$ cat src/rtl/alu_pair_pkg.sv
package alu_pair_pkg;
    localparam int NUM_UNITS = 2;

    typedef enum logic {
        U_IDLE = 1'b0,
        U_MULT = 1'b1
    } unit_state_e;
endpackage

$ cat src/rtl/alu_slot_router.sv
module alu_slot_router (
    input  logic       vld0,
    input  logic       mul0,
    input  logic       vld1,
    input  logic       mul1,
    input  logic       free0,
    input  logic       free1,
    output logic       go0,
    output logic       dst0,
    output logic       go1,
    output logic       dst1
);
    logic avail0;
    logic avail1;

    always_comb begin
        go0    = 1'b0;
        go1    = 1'b0;
        dst0   = 1'b0;
        dst1   = 1'b0;
        avail0 = free0;
        avail1 = free1;
        // Multiplies claim unit 0 first, oldest slot first.
        if (vld0 && mul0 && avail0) begin
            go0    = 1'b1;
            dst0   = 1'b0;
            avail0 = 1'b0;
        end
        if (vld1 && mul1 && avail0) begin
            go1    = 1'b1;
            dst1   = 1'b0;
            avail0 = 1'b0;
        end
        // Adds take unit 0 if still open, otherwise unit 1.
        if (vld0 && !mul0) begin
            if (avail0) begin
                go0    = 1'b1;
                dst0   = 1'b0;
                avail0 = 1'b0;
            end else if (avail1) begin
                go0    = 1'b1;
                dst0   = 1'b1;
                avail1 = 1'b0;
            end
        end
        if (vld1 && !mul1) begin
            if (avail0) begin
                go1    = 1'b1;
                dst1   = 1'b0;
                avail0 = 1'b0;
            end else if (avail1) begin
                go1    = 1'b1;
                dst1   = 1'b1;
                avail1 = 1'b0;
            end
        end
    end
endmodule

$ cat src/rtl/alu_exec_unit.sv
module alu_exec_unit #(
    parameter int DATA_W  = 32,
    parameter int TAG_W   = 5,
    parameter bit HAS_MUL = 1'b1,
    parameter int MUL_LAT = 5
) (
    input  logic              clk,
    input  logic              rst_n,
    input  logic              issue,
    input  logic              issue_mul,
    input  logic [DATA_W-1:0] opa,
    input  logic [DATA_W-1:0] opb,
    input  logic [TAG_W-1:0]  tag,
    output logic              free,
    output logic              res_vld,
    output logic [DATA_W-1:0] res_data,
    output logic [TAG_W-1:0]  res_tag
);
    import alu_pair_pkg::*;

    localparam int CNT_W = (MUL_LAT > 2) ? $clog2(MUL_LAT) : 1;

    unit_state_e       state_q, state_d;
    logic [CNT_W-1:0]  cnt_q;
    logic [DATA_W-1:0] hold_a, hold_b;
    logic [TAG_W-1:0]  hold_tag;
    logic              take_mul;
    logic              mul_done;

    assign take_mul = HAS_MUL && issue_mul;
    assign free     = (state_q == U_IDLE);
    assign mul_done = (state_q == U_MULT) && (cnt_q == '0);

    always_comb begin
        state_d = state_q;
        unique case (state_q)
            U_IDLE: if (issue && take_mul) state_d = U_MULT;
            U_MULT: if (cnt_q == '0)       state_d = U_IDLE;
        endcase
    end

    always_ff @(posedge clk) begin
        if (!rst_n) begin
            state_q <= U_IDLE;
            cnt_q   <= '0;
        end else begin
            state_q <= state_d;
            if (state_q == U_IDLE && issue && take_mul)
                cnt_q <= CNT_W'(MUL_LAT - 2);
            else if (state_q == U_MULT)
                cnt_q <= cnt_q - 1'b1;
        end
    end

    always_ff @(posedge clk) begin
        if (!rst_n) begin
            res_vld  <= 1'b0;
            res_data <= '0;
            res_tag  <= '0;
            hold_a   <= '0;
            hold_b   <= '0;
            hold_tag <= '0;
        end else begin
            res_vld <= 1'b0;
            if (free && issue) begin
                hold_a   <= opa;
                hold_b   <= opb;
                hold_tag <= tag;
                if (!take_mul) begin
                    res_vld  <= 1'b1;
                    res_data <= opa + opb;
                    res_tag  <= tag;
                end
            end
            if (mul_done) begin
                res_vld  <= 1'b1;
                res_data <= hold_a * hold_b;
                res_tag  <= hold_tag;
            end
        end
    end

    assert_add_result_R6: assert property (@(posedge clk) disable iff (!rst_n)
        (issue && free && !take_mul) |=> res_vld);

    assert_mul_done_R6: assert property (@(posedge clk) disable iff (!rst_n)
        mul_done |=> (res_vld && state_q == U_IDLE));

    generate
        if (!HAS_MUL) begin : g_add_only
            assert_no_mul_here_R3: assert property (@(posedge clk) disable iff (!rst_n)
                issue |-> !issue_mul);
        end
    endgenerate
endmodule

$ cat src/rtl/alu_pair_dispatch.sv
module alu_pair_dispatch #(
    parameter int DATA_W  = 32,
    parameter int TAG_W   = 5,
    parameter int MUL_LAT = 5
) (
    input  logic              clk,
    input  logic              rst_n,
    input  logic              s0_vld,
    input  logic              s0_mul,
    input  logic [DATA_W-1:0] s0_a,
    input  logic [DATA_W-1:0] s0_b,
    input  logic [TAG_W-1:0]  s0_tag,
    output logic              s0_rdy,
    input  logic              s1_vld,
    input  logic              s1_mul,
    input  logic [DATA_W-1:0] s1_a,
    input  logic [DATA_W-1:0] s1_b,
    input  logic [TAG_W-1:0]  s1_tag,
    output logic              s1_rdy,
    output logic              r0_vld,
    output logic [DATA_W-1:0] r0_data,
    output logic [TAG_W-1:0]  r0_tag,
    output logic              r1_vld,
    output logic [DATA_W-1:0] r1_data,
    output logic [TAG_W-1:0]  r1_tag
);
    import alu_pair_pkg::*;

    logic              go0, go1, dst0, dst1;
    logic              u_free  [NUM_UNITS];
    logic              u_issue [NUM_UNITS];
    logic              u_mul   [NUM_UNITS];
    logic [DATA_W-1:0] u_a     [NUM_UNITS];
    logic [DATA_W-1:0] u_b     [NUM_UNITS];
    logic [TAG_W-1:0]  u_tag   [NUM_UNITS];
    logic              u_rv    [NUM_UNITS];
    logic [DATA_W-1:0] u_rd    [NUM_UNITS];
    logic [TAG_W-1:0]  u_rt    [NUM_UNITS];

    alu_slot_router router (
        .vld0  (s0_vld),
        .mul0  (s0_mul),
        .vld1  (s1_vld),
        .mul1  (s1_mul),
        .free0 (u_free[0]),
        .free1 (u_free[1]),
        .go0   (go0),
        .dst0  (dst0),
        .go1   (go1),
        .dst1  (dst1)
    );

    assign s0_rdy = go0;
    assign s1_rdy = go1;

    generate
        for (genvar u = 0; u < NUM_UNITS; u++) begin : g_unit
            logic from0, from1;
            assign from0      = go0 && (dst0 == 1'(u));
            assign from1      = go1 && (dst1 == 1'(u));
            assign u_issue[u] = from0 || from1;
            assign u_mul[u]   = from0 ? s0_mul : s1_mul;
            assign u_a[u]     = from0 ? s0_a   : s1_a;
            assign u_b[u]     = from0 ? s0_b   : s1_b;
            assign u_tag[u]   = from0 ? s0_tag : s1_tag;

            alu_exec_unit #(
                .DATA_W  (DATA_W),
                .TAG_W   (TAG_W),
                .HAS_MUL (u == 0),
                .MUL_LAT (MUL_LAT)
            ) unit (
                .clk       (clk),
                .rst_n     (rst_n),
                .issue     (u_issue[u]),
                .issue_mul (u_mul[u]),
                .opa       (u_a[u]),
                .opb       (u_b[u]),
                .tag       (u_tag[u]),
                .free      (u_free[u]),
                .res_vld   (u_rv[u]),
                .res_data  (u_rd[u]),
                .res_tag   (u_rt[u])
            );
        end
    endgenerate

    assign r0_vld  = u_rv[0];
    assign r0_data = u_rd[0];
    assign r0_tag  = u_rt[0];
    assign r1_vld  = u_rv[1];
    assign r1_data = u_rd[1];
    assign r1_tag  = u_rt[1];

    assert_rdy_needs_vld_R1: assert property (@(posedge clk) disable iff (!rst_n)
        (!s0_vld |-> !s0_rdy) and (!s1_vld |-> !s1_rdy));

    assert_busy_unit_idle_R5: assert property (@(posedge clk) disable iff (!rst_n)
        !u_free[0] |-> !u_issue[0]);

    assert_dual_add_R2: assert property (@(posedge clk) disable iff (!rst_n)
        (s0_vld && !s0_mul && s1_vld && !s1_mul && u_free[0]) |-> (s0_rdy && s1_rdy));

    assert_mul_stays_on_unit0_R3: assert property (@(posedge clk) disable iff (!rst_n)
        (s0_rdy && s0_mul) |-> !dst0);
endmodule

$ cat config.mk
export PLATFORM = sky130hd
export DESIGN_NAME = alu_pair_dispatch
export DESIGN_NICKNAME = d
export VERILOG_FILES = /design/src/rtl/alu_pair_pkg.sv /design/src/rtl/alu_slot_router.sv /design/src/rtl/alu_exec_unit.sv /design/src/rtl/alu_pair_dispatch.sv
export SDC_FILE = /design/constraint.sdc
export NUM_CORES = 2
export LEC_CHECK = 0
export BUFFER_PORTS_ARGS = -buffer_cell sky130_fd_sc_hd__buf_4
export CAP_MARGIN = 20
export CORE_AREA = 2 2 235 352
export DETAILED_ROUTE_END_ITERATION = 7
export DIE_AREA = 0 0 237 354
export PLACE_DENSITY = 0.72
export SLEW_MARGIN = 20
export SYNTH_ARGS = -nofsm -noshare
export SYNTH_HDL_FRONTEND = slang
export SYNTH_SLANG_ARGS = --single-unit
$ cat constraint.sdc
create_clock -name clk -period 13.4 [get_ports clk]
set_clock_uncertainty 0.05 [all_clocks]
set_input_delay 2.68 -clock clk [delete_from_list [all_inputs] [get_ports clk]]
set_output_delay 2.68 -clock clk [all_outputs]
set_load 0.01 [all_outputs]
-- Word-level counts from Yosys, hierarchy flattened
Cells that the tools add are included.
- output and inout bits: 78
- bits of input ports: 144
- logic and storage cells: 105
- bits in registers: 222
- add/subtract/negate cells: 4
- bitwise logic cells: 5
- multipliers: 2
- reduce and logical (&&, ||, !) cells: 27
- equal/unequal tests: 1
- mux-type cells: 49
- operators with widths (cell ; number):
    two-way mux 32 bit ; 9
    adder 32 bit ; 2
    multiplier 32 x 32 -> 32 bit ; 2
    two-way mux 5 bit ; 7
    two-way mux 1 bit ; 29
    logical AND 1 bit ; 16
    logical NOT 3 bit ; 2
    nonzero test 2 bit ; 3
    subtractor 3 x 1 -> 3 bit, second input constant ; 2
    NOT 1 bit ; 5
    two-way mux 2 bit ; 2
    one-hot mux 1 bit (2 select lines) ; 2
    logical NOT 1 bit ; 2
    logical OR 1 bit ; 2
    != test 2 bit, second input constant ; 1
    AND reduction 2 bit ; 1
    OR reduction 2 bit ; 1

-- Longest topological paths before layout
- depth after elaboration: 16
- depth in mapped cells: 28
- gate-level depth less buffers: 26

-- By module
From an unflattened synthesis, not the netlist that was laid out.
- cell total of the unflattened synthesis: 5089
- area, all modules: 44756.7 um2
- modules (own cells, without submodules) (module ; times used ; cells an instance ; area an instance (um2)):
    alu_exec_unit (g_unit[1].unit) ; 1 ; 2457 ; 21375.5
    alu_exec_unit (g_unit[0].unit) ; 1 ; 2458 ; 21314.2
    alu_pair_dispatch ; 1 ; 161 ; 1986.9
    alu_slot_router ; 1 ; 13 ; 80.1

-- Least setup slack after synthesis
No wires, ideal clock.
- kind: register to register
- from: register g_unit[0].unit.hold_b[5]
- to: register g_unit[0].unit.res_data[28]
- slack: 6.351 ns
- path buffers: 2
- stages on the path, launching flop included: 26
- clock period less this slack: 7.049 ns
- arrival: 6.885 ns
- path through: dfxtp_1 > clkbuf_1 > clkbuf_1 > and2_1 > fa_1 > fa_1 > fa_1 > inv_1 > fa_1 > inv_1 > fa_1 > inv_1 > fa_1 > inv_1 > fa_1 > fa_1 > ha_1 > a21oi_1 > o21ai_0 > a221o_1 > a21o_1 > a21o_1 > a211oi_1 > o21a_1 > xor2_1 > a2111oi_0
- longest elaborated chain between the ends: 2
- RTL lines (item ; RTL line ; RTL):
    start: declaration ; alu_exec_unit.sv:25 ; logic [DATA_W-1:0] hold_a, hold_b;
    start signal: assignment ; alu_exec_unit.sv:67 ; hold_b <= opb;
    multiplier 32 x 32 -> 32 bit ; alu_exec_unit.sv:77 ; res_data <= hold_a * hold_b;
    two-way mux 32 bit ; alu_exec_unit.sv:75 ; if (mul_done) begin
    end signal: assignment ; alu_exec_unit.sv:71 ; res_data <= opa + opb;
    end signal: assignment ; alu_exec_unit.sv:77 ;
    end: declaration ; alu_exec_unit.sv:16 ; output logic [DATA_W-1:0] res_data,
Every way passes these cells.
A chain may end at the register's enable or synchronous reset.

-- Worst setup path after layout
- from: register g_unit[1].unit.hold_b[6]
- to: register g_unit[1].unit.res_data[30]
- longest elaborated chain between the ends: 2
- RTL lines (item ; RTL line):
    start: declaration ; alu_exec_unit.sv:25
    start signal: assignment ; alu_exec_unit.sv:67
    multiplier 32 x 32 -> 32 bit ; alu_exec_unit.sv:77
    two-way mux 32 bit ; alu_exec_unit.sv:75
    end signal: assignment ; alu_exec_unit.sv:71
    end signal: assignment ; alu_exec_unit.sv:77
    end: declaration ; alu_exec_unit.sv:16
Every way passes these cells.

==> results.py <==
metrics = {
    "outcome": {
        "status": "completed",
    },
    "hold_path": {
        "worstHoldStart": "g_unit[0].unit.hold_tag[1]$_SDFFE_PN0P_",
        "min_path_cells": 2,
        "whs_endpoint": "g_unit[0].unit.res_tag[1]$_SDFFE_PN0P_",
        "hp-class": "reg2reg",
    },
    "power_and_ir_drop": {
        "internal_power_w": 0.00244,
        "power_switching_w": 0.00234,
        "p_per_area_nw_per_um2": 101,
        "peakVddDrop_mv": 0.128,
        "switching_share_pct": 49.0,
        "p_comb_share_pct": 65.6,
        "cellLeakagePower_nw": 22.8,
        "seqPwrFrac_pct": 19.9,
        "power.share.clock_pct": 14.4,
    },
    "grt": {
        "antenna_found_initial": 8,
        "overflow": 0,
        "grt_pass1_wl_um": 213000,
        "grt_pass1_vias": 37272,
        "grt_usage_pct": 33.5,
        "grt_max_degree": 79,
    },
    "finish": {
        "drive_gt1_share_pct": 9.30,
        "fin_nets": 6257,
        "area_growth_pct": 7.07,
        "fillers": 7134,
        "fin_area_um2": 47200,
        "fin_util_pct": 58.4,
        "regArea_um2": 4450,
        "multi_input_area_um2": 35800,
    },
    "floorplan": {
        "pin_count": 222,
        "die_width_um": 237,
        "die_area_um2": 83900,
        "die_height_um": 354,
        "core_area_um2": 80900,
        "start_util_pct": 54.5,
        "fp-row-count": 128,
    },
    "worst_setup_path": {
        "critPathMaxFanout": 27,
        "end_kind": "flip-flop",
        "start_kind": "flip-flop",
        "arrival_ns": 8.52,
        "reg2reg_slack_ns": 5.35,
        "path_class": "reg2reg",
        "r2r_end": "g_unit[1].unit.res_data[30]$_SDFFE_PN0P_",
        "r2r_start": "g_unit[1].unit.hold_b[6]$_SDFFE_PN0P_",
        "cp.required_ns": 13.87,
        "reg2reg_depth": 22,
    },
    "clock_network": {
        "cts_setup_buffers": 0,
        "cts_hold_buf": 0,
        "clock-sinks": 222,
        "cts_tree": "yes",
        "cts_root_buf": "clkbuf_16",
        "clk-insertion-delay-late_ns": 0.59,
        "cts_buffers": 23,
        "cts_max_level": 1,
        "clock_path_buffers": 3,
        "cts_resized": 0,
        "path_clk_slew_ns": 0.07,
    },
    "sta": {
        "fmax_mhz": 124,
        "hold_ws_ns": 0.412,
        "tightest_slew_ns": 1.16,
        "finalHoldViolCount": 0,
        "rsz0062_at_grt": "no",
        "maxSlewHeadroom_pct": 22.6,
        "finalSetupTns_ns": 0,
        "finalWorstSetupSlack_ns": 5.35,
        "post-route-period-util_pct": 60.1,
        "slew_violations": 0,
        "period_needed_ns": 8.05,
        "setup_viol": 0,
    },
    "route": {
        "drt_iter0_drc": 2280,
        "vias": 35002,
        "via_per_inst": 5.79,
        "drt-total-wl_um": 138000,
        "antenna_left": 0,
        "avgRoutedWirePerCell_um": 22.8,
        "drc": 0,
        "dr.pass1.iters": 7,
    },
    "synth": {
        "synth_edf_count": 0,
        "yosys_warnings": 0,
        "netlist_area_um2": 44100,
        "ys_ff_latch": 222,
        "yosysTopAreaCell": "fa_1",
        "synth_ff_type": "dfxtp_1",
        "ys_types": 61,
        "synth_commonest_cells": "fa_1 (818), inv_1 (771), and2_1 (624), nand2_1 (550), nor2_1 (313)",
        "ys_seq_area_share_pct": 10.1,
        "syn_inst": 4976,
        "synth_top_area_share_pct": 37.1,
        "avgSynthCellArea_um2": 8.86,
        "async_flop_share_pct": 0,
        "synth_nets": 6250,
        "yosysMostFrequentCell": "fa_1",
        "synthTopCellsByArea": "fa_1 (37%), dfxtp_1 (10%), and2_1 (8.9%)",
    },
    "run": {
        "cap_viol_max_count": 0,
    },
    "placed_design": {
        "place.gp.congestion": 0.982,
        "postPlaceCellArea_um2": 46400,
        "portBuffers": 221,
        "place_hpwl_um": 110000,
        "pre_cts_ws_ns": 5.28,
    },
}
## layout by cell type, fill, tap and decap left out, types with 8 or more instances in the layout
master / n
mux2i_1: 80
nand4_1: 9
nor2_1: 310
a211oi_1: 50
and3_1: 15
xor2_1: 54
o21bai_1: 18
nor3_1: 91
mux2_2: 128
buf_4: 267
o21a_1: 16
nand2_1: 549
a311oi_1: 15
xnor2_1: 165
fa_1: 818
a31oi_1: 16
a21o_1: 54
nand3_1: 25
clkbuf_16: 23
inv_1: 771
o21ai_0: 65
ha_1: 312
and2_1: 623
dfxtp_1: 216
and4_1: 8
a21oi_1: 133
a221oi_1: 16
nor2b_1: 17
o211ai_1: 16
nand2b_1: 8
## sequential cells by signal, indices dropped and copies added, names as in the netlist
signal / count
g_unit.unit.res_tag: 10
g_unit.unit.state_q: 2
g_unit.unit.cnt_q: 6
g_unit.unit.hold_tag: 10
g_unit.unit.hold_a: 64
g_unit.unit.res_data: 64
g_unit.unit.hold_b: 64
g_unit.unit.res_vld: 2
## area by class of cell
class	count	area share (%)
Multi-Input combinational cell	3696	75.7
Sequential cell	222	9.43
Inverter	772	6.15
Timing Repair Buffer	268	4.29
Tap cell	1040	2.76
Clock buffer	26	1.28
Clock inverter	16	0.368
Antenna cell	5	0.0265
## routing by layer
layer	track usage [%]	share of wire, %
met1	37.4	34
met2	58.4	50
met3	5.47	8.0
met4	22.9	8.2
met5	0	0.028
## critical path, cell delays in order, from the launching register on
cell	delay [ns]
dfxtp_1	1.02
and2_1	0.27
fa_1	0.45
fa_1	0.51
fa_1	0.54
inv_1	0.06
fa_1	0.47
inv_1	0.05
fa_1	0.48
fa_1	0.57
fa_1	0.43
fa_1	0.46
ha_1	0.39
a21o_1	0.19
a21o_1	0.16
a21oi_1	0.25
o21ai_0	0.13
a31o_2	0.24
a21oi_1	0.31
o21ai_0	0.27
mux2i_1	0.19
nor4_1	0.28
and3_1	0.18
## worst max path at each step
stage | startpoint | to | slack (ns) | cells after the start
floorplan | g_unit[0].unit.hold_b[5]$_SDFFE_PN0P_ | g_unit[0].unit.res_data[28]$_SDFFE_PN0P_ | 6.35 | 25
global placement | s0_mul | g_unit[0].unit.res_data[28]$_SDFFE_PN0P_ | 5.33 | 17
detailed placement | s0_mul | g_unit[0].unit.res_data[28]$_SDFFE_PN0P_ | 5.28 | 17
CTS | g_unit[0].unit.hold_b[3]$_SDFFE_PN0P_ | g_unit[0].unit.res_data[28]$_SDFFE_PN0P_ | 5.39 | 23
global route | g_unit[0].unit.hold_b[3]$_SDFFE_PN0P_ | g_unit[0].unit.res_data[24]$_SDFFE_PN0P_ | 4.97 | 25
finish | g_unit[1].unit.hold_b[6]$_SDFFE_PN0P_ | g_unit[1].unit.res_data[30]$_SDFFE_PN0P_ | 5.35 | 22
## cells by family (layout without fill, tap and decap cells)
kind of cell	after synthesis	in the layout	synth area share [%]
fa+ha+maj	1130	1130	46.0
buf+inv	1058	1082	9.00
xor+xnor	219	219	4.35
other cells	0	5	0
flops	222	222	10.1
mux	209	209	5.11
simple gates	1687	1687	18.8
compound gates	451	451	6.71
## power by group through the flow
stage	sequential (W)	combinational (W)	clock (W)
after global placement	0.000956	0.00304	0
after detailed placement	0.000958	0.00307	0
after CTS	0.000944	0.00313	0.000699
final	0.000953	0.00314	0.000691
after global routing	0.000957	0.00346	0.000724
after floorplan	0.000819	0.00223	0
## per-stage QoR
stage               power (W)  instances
floorplan             0.00305       4976
global placement      0.00400       5997
detailed placement    0.00403       5997
CTS                   0.00477       6039
global route          0.00514       6045
finish                0.00478       6045
No activity file was read; power rests on OpenSTA's default activity.
